<file path="config.mk">
export PLATFORM = sky130hd
export DESIGN_NAME = wkpwr_ctrl
export DESIGN_NICKNAME = d
export VERILOG_FILES = /design/src/rtl/wkpwr_pkg.sv /design/src/rtl/wkpwr_edge_sync.sv /design/src/rtl/wkpwr_flags.sv /design/src/rtl/wkpwr_cfg.sv /design/src/rtl/wkpwr_pwr_fsm.sv /design/src/rtl/wkpwr_ctrl.sv
export SDC_FILE = /design/constraint.sdc
export NUM_CORES = 1
export LEC_CHECK = 0
export BUFFER_PORTS_ARGS = -buffer_cell sky130_fd_sc_hd__buf_2
export CAP_MARGIN = 20
export CORE_MARGIN = 2
export CORE_UTILIZATION = 37
export DETAILED_ROUTE_END_ITERATION = 10
export PLACE_DENSITY = 0.83
export SLEW_MARGIN = 30
export SYNTH_ARGS = -nofsm -noshare
export SYNTH_HDL_FRONTEND = slang
export SYNTH_SLANG_ARGS = --single-unit
</file>
<file path="constraint.sdc">
create_clock -name clk -period 0.9 [get_ports clk]
set_input_delay 0.18 -clock clk [delete_from_list [all_inputs] [get_ports clk]]
set_output_delay 0.18 -clock clk [all_outputs]
set_load 0.005 [all_outputs]
</file>
<file path="src/rtl/wkpwr_pkg.sv">
package wkpwr_pkg;
    typedef enum logic [1:0] {
        PWR_ON   = 2'd0,
        PWR_OFF  = 2'd1,
        PWR_HOLD = 2'd2
    } pwr_state_e;

    localparam int unsigned NUM_SRC  = 2;
    localparam int unsigned SRC_WAKE = 0;
    localparam int unsigned SRC_KICK = 1;

    localparam int unsigned CTL_WEN    = 0;
    localparam int unsigned CTL_KEN    = 1;
    localparam int unsigned CTL_RETAIN = 2;
    localparam int unsigned CTL_PDN    = 3;
endpackage

</file>
<file path="src/rtl/wkpwr_edge_sync.sv">
module wkpwr_edge_sync #(
    parameter int unsigned STAGES = 2
) (
    input  logic clk,
    input  logic rst_n,
    input  logic pin_n,
    output logic fall_o
);
    logic [STAGES-1:0] sync_q;
    logic              prev_q;

    always_ff @(posedge clk or negedge rst_n) begin
        if (!rst_n) begin
            sync_q <= '1;
            prev_q <= 1'b1;
        end else begin
            sync_q <= {sync_q[STAGES-2:0], pin_n};
            prev_q <= sync_q[STAGES-1];
        end
    end

    assign fall_o = prev_q & ~sync_q[STAGES-1];
endmodule

</file>
<file path="src/rtl/wkpwr_flags.sv">
module wkpwr_flags #(
    parameter int unsigned NSRC = 2
) (
    input  logic            clk,
    input  logic            rst_n,
    input  logic [NSRC-1:0] set_i,
    input  logic            clr_wr_i,
    input  logic [NSRC-1:0] clr_data_i,
    output logic [NSRC-1:0] flag_o
);
    for (genvar g = 0; g < NSRC; g++) begin : g_flag
        always_ff @(posedge clk or negedge rst_n) begin
            if (!rst_n) begin
                flag_o[g] <= 1'b0;
            end else if (set_i[g]) begin
                flag_o[g] <= 1'b1;
            end else if (clr_wr_i && !clr_data_i[g]) begin
                flag_o[g] <= 1'b0;
            end
        end
    end
endmodule

</file>
<file path="src/rtl/wkpwr_cfg.sv">
module wkpwr_cfg
    import wkpwr_pkg::*;
#(
    parameter int unsigned DATA_W = 8
) (
    input  logic              clk,
    input  logic              rst_n,
    input  logic              wr_i,
    input  logic [DATA_W-1:0] wdata_i,
    output logic [NUM_SRC-1:0] en_o,
    output logic              retain_o,
    output logic              pdn_req_o,
    output logic              pdn_retain_o
);
    always_ff @(posedge clk or negedge rst_n) begin
        if (!rst_n) begin
            en_o     <= '0;
            retain_o <= 1'b0;
        end else if (wr_i) begin
            en_o[SRC_WAKE] <= wdata_i[CTL_WEN];
            en_o[SRC_KICK] <= wdata_i[CTL_KEN];
            retain_o       <= wdata_i[CTL_RETAIN];
        end
    end

    assign pdn_req_o    = wr_i & wdata_i[CTL_PDN];
    assign pdn_retain_o = wdata_i[CTL_RETAIN];
endmodule

</file>
<file path="src/rtl/wkpwr_pwr_fsm.sv">
module wkpwr_pwr_fsm
    import wkpwr_pkg::*;
(
    input  logic       clk,
    input  logic       rst_n,
    input  logic       wake_evt_i,
    input  logic       pdn_req_i,
    input  logic       pdn_retain_i,
    input  logic       retain_i,
    output logic       pwr_drive_o,
    output pwr_state_e state_o
);
    pwr_state_e state_q, state_d;

    always_comb begin
        state_d = state_q;
        unique case (state_q)
            PWR_ON: begin
                if (pdn_req_i && !wake_evt_i) begin
                    state_d = pdn_retain_i ? PWR_HOLD : PWR_OFF;
                end
            end
            PWR_OFF: begin
                if (wake_evt_i) state_d = PWR_ON;
            end
            PWR_HOLD: begin
                if (wake_evt_i)     state_d = PWR_ON;
                else if (!retain_i) state_d = PWR_OFF;
            end
            default: state_d = PWR_ON;
        endcase
    end

    always_ff @(posedge clk or negedge rst_n) begin
        if (!rst_n) state_q <= PWR_ON;
        else        state_q <= state_d;
    end

    always_comb begin
        unique case (state_q)
            PWR_ON:   pwr_drive_o = 1'b1;
            PWR_HOLD: pwr_drive_o = 1'b1;
            PWR_OFF:  pwr_drive_o = 1'b0;
            default:  pwr_drive_o = 1'b1;
        endcase
    end

    assign state_o = state_q;
endmodule

</file>
<file path="src/rtl/wkpwr_ctrl.sv">
module wkpwr_ctrl
    import wkpwr_pkg::*;
#(
    parameter int unsigned DATA_W      = 8,
    parameter int unsigned SYNC_STAGES = 2
) (
    input  logic              clk,
    input  logic              rst_n,
    input  logic              main_pwr_ok,
    input  logic              alarm_match,
    input  logic              kick_n,
    input  logic              ext_irq_pend,
    input  logic              reg_wr,
    input  logic              reg_sel,
    input  logic [DATA_W-1:0] reg_wdata,
    output logic [DATA_W-1:0] reg_rdata,
    output logic              irq_oe,
    output logic              pwr_oe
);
    localparam int unsigned PAD_W = DATA_W - NUM_SRC;

    logic               kick_fall;
    logic [NUM_SRC-1:0] src_set;
    logic [NUM_SRC-1:0] flag_q;
    logic [NUM_SRC-1:0] en_q;
    logic               retain_q;
    logic               pdn_req;
    logic               pdn_retain;
    logic               wake_evt;
    pwr_state_e         pwr_state;

    wkpwr_edge_sync #(.STAGES(SYNC_STAGES)) u_kick (
        .clk    (clk),
        .rst_n  (rst_n),
        .pin_n  (kick_n),
        .fall_o (kick_fall)
    );

    assign src_set[SRC_WAKE] = alarm_match;
    assign src_set[SRC_KICK] = kick_fall;

    wkpwr_flags #(.NSRC(NUM_SRC)) u_flags (
        .clk        (clk),
        .rst_n      (rst_n),
        .set_i      (src_set),
        .clr_wr_i   (reg_wr && !reg_sel),
        .clr_data_i (reg_wdata[NUM_SRC-1:0]),
        .flag_o     (flag_q)
    );

    wkpwr_cfg #(.DATA_W(DATA_W)) u_cfg (
        .clk          (clk),
        .rst_n        (rst_n),
        .wr_i         (reg_wr && reg_sel),
        .wdata_i      (reg_wdata),
        .en_o         (en_q),
        .retain_o     (retain_q),
        .pdn_req_o    (pdn_req),
        .pdn_retain_o (pdn_retain)
    );

    assign wake_evt = |(src_set & en_q);

    wkpwr_pwr_fsm u_fsm (
        .clk          (clk),
        .rst_n        (rst_n),
        .wake_evt_i   (wake_evt),
        .pdn_req_i    (pdn_req),
        .pdn_retain_i (pdn_retain),
        .retain_i     (retain_q),
        .pwr_drive_o  (pwr_oe),
        .state_o      (pwr_state)
    );

    always_comb begin
        reg_rdata = '0;
        if (reg_sel) begin
            reg_rdata[CTL_WEN]    = en_q[SRC_WAKE];
            reg_rdata[CTL_KEN]    = en_q[SRC_KICK];
            reg_rdata[CTL_RETAIN] = retain_q;
        end else begin
            reg_rdata = {{PAD_W{1'b0}}, flag_q};
        end
    end

    assign irq_oe = main_pwr_ok & ((|(flag_q & en_q)) | ext_irq_pend);
endmodule

</file>
==> summary.md, run 1 <==
| Metric | Value |
|---|---|
| Status | `finished with violations` |
| Failing checks | `setup timing` |
| Clock Power Share | `roughly 28%` |
| Mapped Cells | `40` |
| Post-Route WL | `1040 um` |
| Simple-Gate Fraction of Synth Area | `between 10% and 20%` |
| P_sw | `0.300 mW` |
| Area grow syn2layout | `45.1%` |
| Total Power | `between 1 and 1.5 mW` |
| Ys async rst share | `100%` |
| Largest family of logic cells by synthesized area | `simple AND/OR/NAND/NOR gates` |
| Power Dens Cells | `1660 nW/um^2` |
| Nets | `82` |
| Fin cells | `79` |
| Sequential fraction of the synthesis area | `52.9%` |
| Die X | `40.0 um` |
| Metal3 WL | `around 77 um` |
| Final hold violation count | `0` |
| Tcrit/Tclk final | `147%` |
| Chip Height | `about 40 um` |
| Port Buf Inserts | `16` |
| Maximum VDD drop | `1.02 mV` |
| CP Capture Type | `output pin` |
| Synth Area in Adders | `0%` |
| RSZ-0062 raised after global routing | `yes` |
| Vias in the first global route | `372` |
| Largest net degree at the start of global routing | `11` |
| Row cnt | `12` |
| Initial antenna violation count | `0` |
| Share of layout cells above drive strength 1 | `between 50 and 60%` |
| Vias | `about 380` |
| Initial DRC Count | `1` |
| #FFs+latches synth | `10` |
| Top cell type's share of synthesized area | `between 30% and 40%` |
| Total die area | `between 1500 and 2000 um^2` |
| Wire length per cell | `between 10 and 15 um` |
| Syn. warnings | `0` |
| CTS tree | `yes` |
| TritonCTS Buffers | `3` |
| WS Path Type | `flop to output pin` |
| First-pass GRT wire length | `approximately 1500 um` |
| Leakage | `approximately 0.33 nW` |
| Post-Syn Area | `approximately 480 um^2` |
| Post-route setup slack | `-0.419 ns` |
| XOR/XNOR share of the synthesized area | `0%` |
| Top cells by area, synth | `dfrtp_1 (36%), dfstp_2 (16%), mux2_2 (12%)` |
| Setup-failing EPs final | `9` |
| Max frequency | `approximately 0.76 GHz` |
| Setup WS pre-CTS | `-0.151 ns` |
| # H-tree levels | `1` |
| Post-synth top flop | `dfrtp_1` |
| Startpoint Class | `flop` |
| Post-detail-place hpwl | `702 um` |
| Longest Clk Path Bufs | `2` |
| CTS root buf | `clkbuf_4` |
| Mux share of post-synthesis cell area | `a little under an eighth` |
| Fin crit period | `around 1.3 ns` |
| Worst Path Required | `roughly 0.7 ns` |
| Drc violations | `0` |
| Core area | `between 1000 and 1500 um^2` |
| WL met1 | `~390 um` |
| Routed vias/inst | `4.82` |
| DR WL met2 | `about 560 um` |
| Initial Utilization | `between 40% and 50%` |
| # clock sinks | `10` |
| Total GRT Usage | `between 10% and 20%` |
| Number of enable flip-flop cells after synthesis | `0` |
| Clock-pin slew on the worst setup and hold paths | `roughly 0.070 ns` |
| Crit path arrival time | `1.14 ns` |
| Type of the tightest min-delay check | `primary input to flop` |
| Slew Viols, Final | `0` |
| Seq pwr share | `47.4%` |
| DRT antenna net count | `0` |
| Max layer used | `met4` |
| GPL Wtd Cong | `around 0.66` |
| Synth cell types | `17` |
| Switching Fraction | `26.0%` |
| Number of diodes | `0` |
| Combinational power share | `between 20% and 30%` |
| Yosys top cell by area | `dfrtp_1` |
| GRT Residual Overflow | `0` |
| Max-cap violations | `0` |
| Synth Area in Compound Gates | `a little over a tenth` |
| I/O pin cnt | `26` |
| Dpl cells | `71` |
| Worst-case clock skew | `0.00760 ns` |
| CP max FO | `3` |
| Worst-Skew Late Latency | `0.26 ns` |
| Drt first pass iters | `2` |
| Mean Syn Cell Area | `approximately 12 um^2` |
| P_int | `0.855 mW` |
-- placed cells by master, fill, tap and decap left out --
cell	n
buf_2	13
dfrtp_1	7
conb_1	5
buf_6	5
mux2_4	3
o21ai_0	3
nand2b_1	3
clkbuf_4	3
dfstp_2	3
mux2_2	2
nand2_1	2
dlygate4sd3_1	2
buf_4	2
nand2b_4	1
a221oi_2	1
nor2b_1	1
and2_4	1
nand2_2	1
nor3b_1	1
nor2b_4	1
a22oi_2	1
o311a_1	1
o31a_1	1
nor3b_2	1
clkbuf_1	1
-- registers in the layout, indices dropped and copies added (netlist names) --
name and count:
u_fsm.state_o 2, u_flags.flag_o 2, u_kick.prev_q 1, u_kick.sync_q 2, u_cfg.en_o 2, u_cfg.retain_o 1
-- cells by family (layout without fill, tap and decap cells) --
kind of cell / Yosys count / after routing
AND/OR/NAND/NOR: 12 / 12
flip-flops: 10 / 10
AO/OA/AOI/OAI: 7 / 7
multiplexers: 5 / 5
buffers and inverters: 5 / 26
other: 1 / 5
-- cell type report --
class | instances | area, um^2
fillers | 95 | 459
flip-flops and latches | 10 | 254
multi-input cells | 29 | 243
repair buffers | 22 | 156
clock buffers | 4 | 26.3
well taps | 14 | 17.5
-- worst max-delay path, stage by stage, from the launching register on --
cell and delay [ns]:
dfrtp_1 0.41, a221oi_2 0.28, nor2b_1 0.06, buf_2 0.12
-- Yosys cell counts, types with 2 or more instances --
library cell  number
buf_4              5
dfrtp_1            7
dfstp_2            3
mux2_2             5
nand2_1            2
nand2b_1           4
nor2b_1            2
o21ai_0            3
-- final timing paths --
check / slack [ns] / from / depth (start not counted) / end
worst max-delay path: -0.42 / u_cfg.en_o[1]$_DFFE_PN0N_ / 3 / irq_oe
worst min register to register: 0.36 / u_kick.sync_q[0]$_DFF_PN1_ / 0 / u_kick.sync_q[1]$_DFF_PN1_
worst max register to register: -0.15 / u_kick.sync_q[1]$_DFF_PN1_ / 3 / u_fsm.state_o[1]$_DFFE_PN0P_
worst min-delay path: 0.15 / alarm_match / 2 / u_flags.flag_o[0]$_DFFE_PN0P_
min in group asynchronous: 0.30 / rst_n / 2 / u_flags.flag_o[0]$_DFFE_PN0P_
max in group asynchronous: 0.35 / rst_n / 2 / u_kick.sync_q[0]$_DFF_PN1_
-- power by group through the flow --
stage | Clock, mW | Sequential, mW | Combinational, mW
3_5_place_dp | 0 | 0.546 | 0.201
6_report | 0.323 | 0.547 | 0.285
4_1_cts | 0.333 | 0.540 | 0.235
2_1_floorplan | 0 | 0.540 | 0.116
3_3_place_gp | 0 | 0.543 | 0.194
5_1_grt | 0.360 | 0.553 | 0.310
-- through the flow --
stage	instance area, um^2	util, %	TNS, ns	hold slack [ns]
after floorplan	508	-	-0.0402	-0.116
after global placement	583	50.4	-0.329	0.0458
after detailed placement	583	50.4	-0.446	0.0483
after CTS	644	55.7	-1.79	0.00964
after global routing	697	60.3	-2.18	0.135
final	697	60.3	-1.84	0.147
-- timing repair --
item | CTS | global route
endpoints found under the setup margin | 8 | 10
setup buffers | 1 | 3
pin swaps | 3 | 3
gates resized for setup | 4 | 7
hold buffers | 1 | 1
hold endpoints to repair | 8 | 1
-- metal layers --
layer	vias up	global-route usage (%)
met5	-	0
met4	0	10.3
met3	2	3.33
met2	19	27.0
met1	181	16.6
li1	179	-
(Power assumes the default switching activity.)
==> inputs of run 2 (changes only) <==
- GPL_ROUTABILITY_DRIVEN: unset -> 0
- HOLD_SLACK_MARGIN: unset -> 0.08
- clock period: 0.9 -> 1.1 ns (I/O delays scaled with it)
==> run 2 against run 1 <==
The run still ends with setup timing left. Sequential power decreased by 18%. Register-to-register slack improved by 0.20 ns. Flip-flop and latch count unchanged. Via count decreased by 0.79%. Clock skew decreased by 0.0059 ns. Cell area decreased by 0.54%. Final cell count decreased by 1.3%. Power decreased by 14%. Non-clock buffer count decreased by 1. Core utilization decreased by 0.32 points.
==> summary.md, run 2 (synthesis gave the netlist of run 1 again) <==
| Metric | Value |
|---|---|
| Status | `finished with violations (unchanged)` |
| Startpoint Class | `flop (unchanged)` |
| CTS root buf | `clkbuf_4 (unchanged)` |
| Initial Utilization | `41.6% (unchanged)` |
| Routed vias/inst | `4.85 (was 4.82)` |
| Vias in the first global route | `352 (was 372)` |
| Placed Area | `563 um^2 (was 583 um^2)` |
| WS Path Type | `flop to output pin (unchanged)` |
| Post-route setup slack | `-0.251 ns (was -0.419 ns)` |
| Tcrit/Tclk final | `123%` |
| CP startpoint | `u_flags.flag_o[1]$_DFFE_PN0P_ (was u_cfg.en_o[1]$_DFFE_PN0N_)` |
| R2R Path End | `u_fsm.state_o[1]$_DFFE_PN0P_ (unchanged)` |
| Total die area | `1600 um^2 (unchanged)` |
| Commonest cells after routing, fill and taps aside | `buf_2 (12), dfrtp_1 (7), conb_1 (5), buf_6 (5) (was buf_2 (13), dfrtp_1 (7), conb_1 (5), buf_6 (5))` |
| RSZ-0062 raised after global routing | `yes (unchanged)` |
| CTS tree | `yes (unchanged)` |
| Hold EP | `u_flags.flag_o[0]$_DFFE_PN0P_ (unchanged)` |
| CP Capture Type | `output pin (unchanged)` |
| Fin crit period | `roughly 1.4 ns` |
| Drt first pass iters | `2 (unchanged)` |
| Longest Clk Path Bufs | `2 (unchanged)` |
| Area grow syn2layout | `44.3% (was 45.1%)` |
| Fin area | `693 um^2 (was 697 um^2)` |
| DRT antenna net count | `0 (unchanged)` |
| Leakage | `0.321 nW (was 0.327 nW)` |
| Dpl cells | `70 (was 71)` |
| Maximum VDD drop | `0.784 mV (was 1.02 mV)` |
| Post-detail-place hpwl | `669 um (was 702 um)` |
| Worst Path Required | `0.88 ns (was 0.72 ns)` |
| Fillers | `107 (was 95)` |
| Largest net degree at the start of global routing | `11 (unchanged)` |
| Number of diodes | `0 (unchanged)` |
| CP peak stage delay | `0.41 ns (about the same)` |
| Worst hold margin | `0.183 ns (was 0.147 ns)` |
| Die X | `40.0 um (unchanged)` |
| First-pass GRT wire length | `1370 um (was 1540 um)` |
| Drc violations | `0 (unchanged)` |
| Worst-case clock skew | `0.00170 ns (was 0.00760 ns)` |
| Initial antenna violation count | `0 (unchanged)` |
| Slew Viols, Final | `0 (unchanged)` |
| Worst Min Path Start | `alarm_match (unchanged)` |
| Port Buf Inserts | `16 (unchanged)` |
| # H-tree levels | `1 (unchanged)` |
| Core area | `1160 um^2 (unchanged)` |
| Delay-heaviest family, CP | `flip-flops (unchanged)` |
| I/O pin cnt | `26 (unchanged)` |
| Vias | `378 (was 381)` |
| Type of the tightest min-delay check | `primary input to flop (unchanged)` |
| Max-cap violations | `0 (unchanged)` |
| Worst hold stages | `2 (unchanged)` |
| # clock sinks | `10 (unchanged)` |
| Nets | `81 (was 82)` |
| Worst-Skew Late Latency | `0.26 ns (about the same)` |
| Crit path cell chain | `a221oi_2 -> nor2b_1 -> buf_2 (unchanged)` |
| Total GRT Usage | `13.7% (was 15.5%)` |
| Total Power | `0.988 mW (was 1.15 mW)` |
| Clock-pin slew on the worst setup and hold paths | `0.06 ns (was 0.07 ns)` |
| Crit path arrival time | `1.13 ns (was 1.14 ns)` |
| GRT Residual Overflow | `0 (unchanged)` |
| Fin cells | `78 (was 79)` |
| Initial DRC Count | `1 (unchanged)` |
| Post-Route WL | `938 um (was 1040 um)` |
| Wire length per cell | `12.0 um (was 13.2 um)` |
| FF-to-FF setup slack | `0.05 ns (was -0.15 ns)` |
| TritonCTS Buffers | `3 (unchanged)` |
| Failing checks | `setup timing (unchanged)` |
| CP max-delay cell | `dfrtp_1 (unchanged)` |
| Chip Height | `40.0 um (unchanged)` |
| Power Dens Cells | `1420 nW/um^2 (was 1660 nW/um^2)` |
| Share of layout cells above drive strength 1 | `59.4% (was 58.5%)` |
| Setup-failing EPs final | `5 (was 9)` |
| Origin of the critical flop-to-flop path | `u_fsm.state_o[1]$_DFFE_PN0P_ (was u_kick.sync_q[1]$_DFF_PN1_)` |
| Setup TNS | `-0.677 ns (was -1.84 ns)` |
| Final hold violation count | `0 (unchanged)` |
| Row cnt | `12 (unchanged)` |
| Max frequency | `0.740 GHz` |
| Commonest non-fill, non-tap cell in the layout | `buf_2 (unchanged)` |
| CP max FO | `3 (unchanged)` |
| R2R cell count | `3 (unchanged)` |
| CP Buf/Inv Count | `1 (unchanged)` |
==> run 2: power breakdown <==
| part | leakage, nW | total (mW) | internal, mW | switching, mW |
|---|---|---|---|---|
| clock network | 0.0210 | 0.320 | 0.201 | 0.120 |
| logic | 0.187 | 0.219 | 0.144 | 0.0753 |
| registers | 0.114 | 0.448 | 0.409 | 0.0387 |
| total | 0.321 | 0.988 | 0.754 | 0.234 |
==> run 2: timing repair <==
item	CTS	global route
endpoints found under the setup margin	5	7
hold endpoints to repair	11	0
pin swaps	2	2
gates resized for setup	3	9
buffers inserted	2	1
hold buffers	2	0
==> run 2: final cells by class <==
class	instances	area [um^2]	share of cell area (%)
repair buffers	21	151	21.8
well taps	14	17.5	2.53
clock buffers	4	36.3	5.23
flip-flops and latches	10	254	36.6
multi-input cells	29	234	33.8
==> run 2: through the flow <==
stage          setup slack, ns  utilization [%]
2_1_floorplan            0.134                -
3_3_place_gp            0.0299             48.7
3_5_place_dp            0.0190             48.7
4_1_cts                 -0.243             56.1
5_1_grt                 -0.305             60.0
6_report                -0.251             60.0
==> run 2: worst max path at each step <==
stage,to,slack [ns],cells after the start
CTS,irq_oe,-0.24,3
detailed placement,irq_oe,0.02,3
floorplan,u_fsm.state_o[1]$_DFFE_PN0P_,0.13,3
global placement,irq_oe,0.03,3
global route,irq_oe,-0.31,3
finish,irq_oe,-0.25,3
==> run 2: layer usage <==
metal / GRT usage [%] / up-vias / wire, um
li1: - / 180 / -
met1: 15.0 / 180 / 373
met2: 22.6 / 18 / 485
met3: 3.33 / 0 / 79
met4: 10.3 / 0 / 0
met5: 0 / - / 0
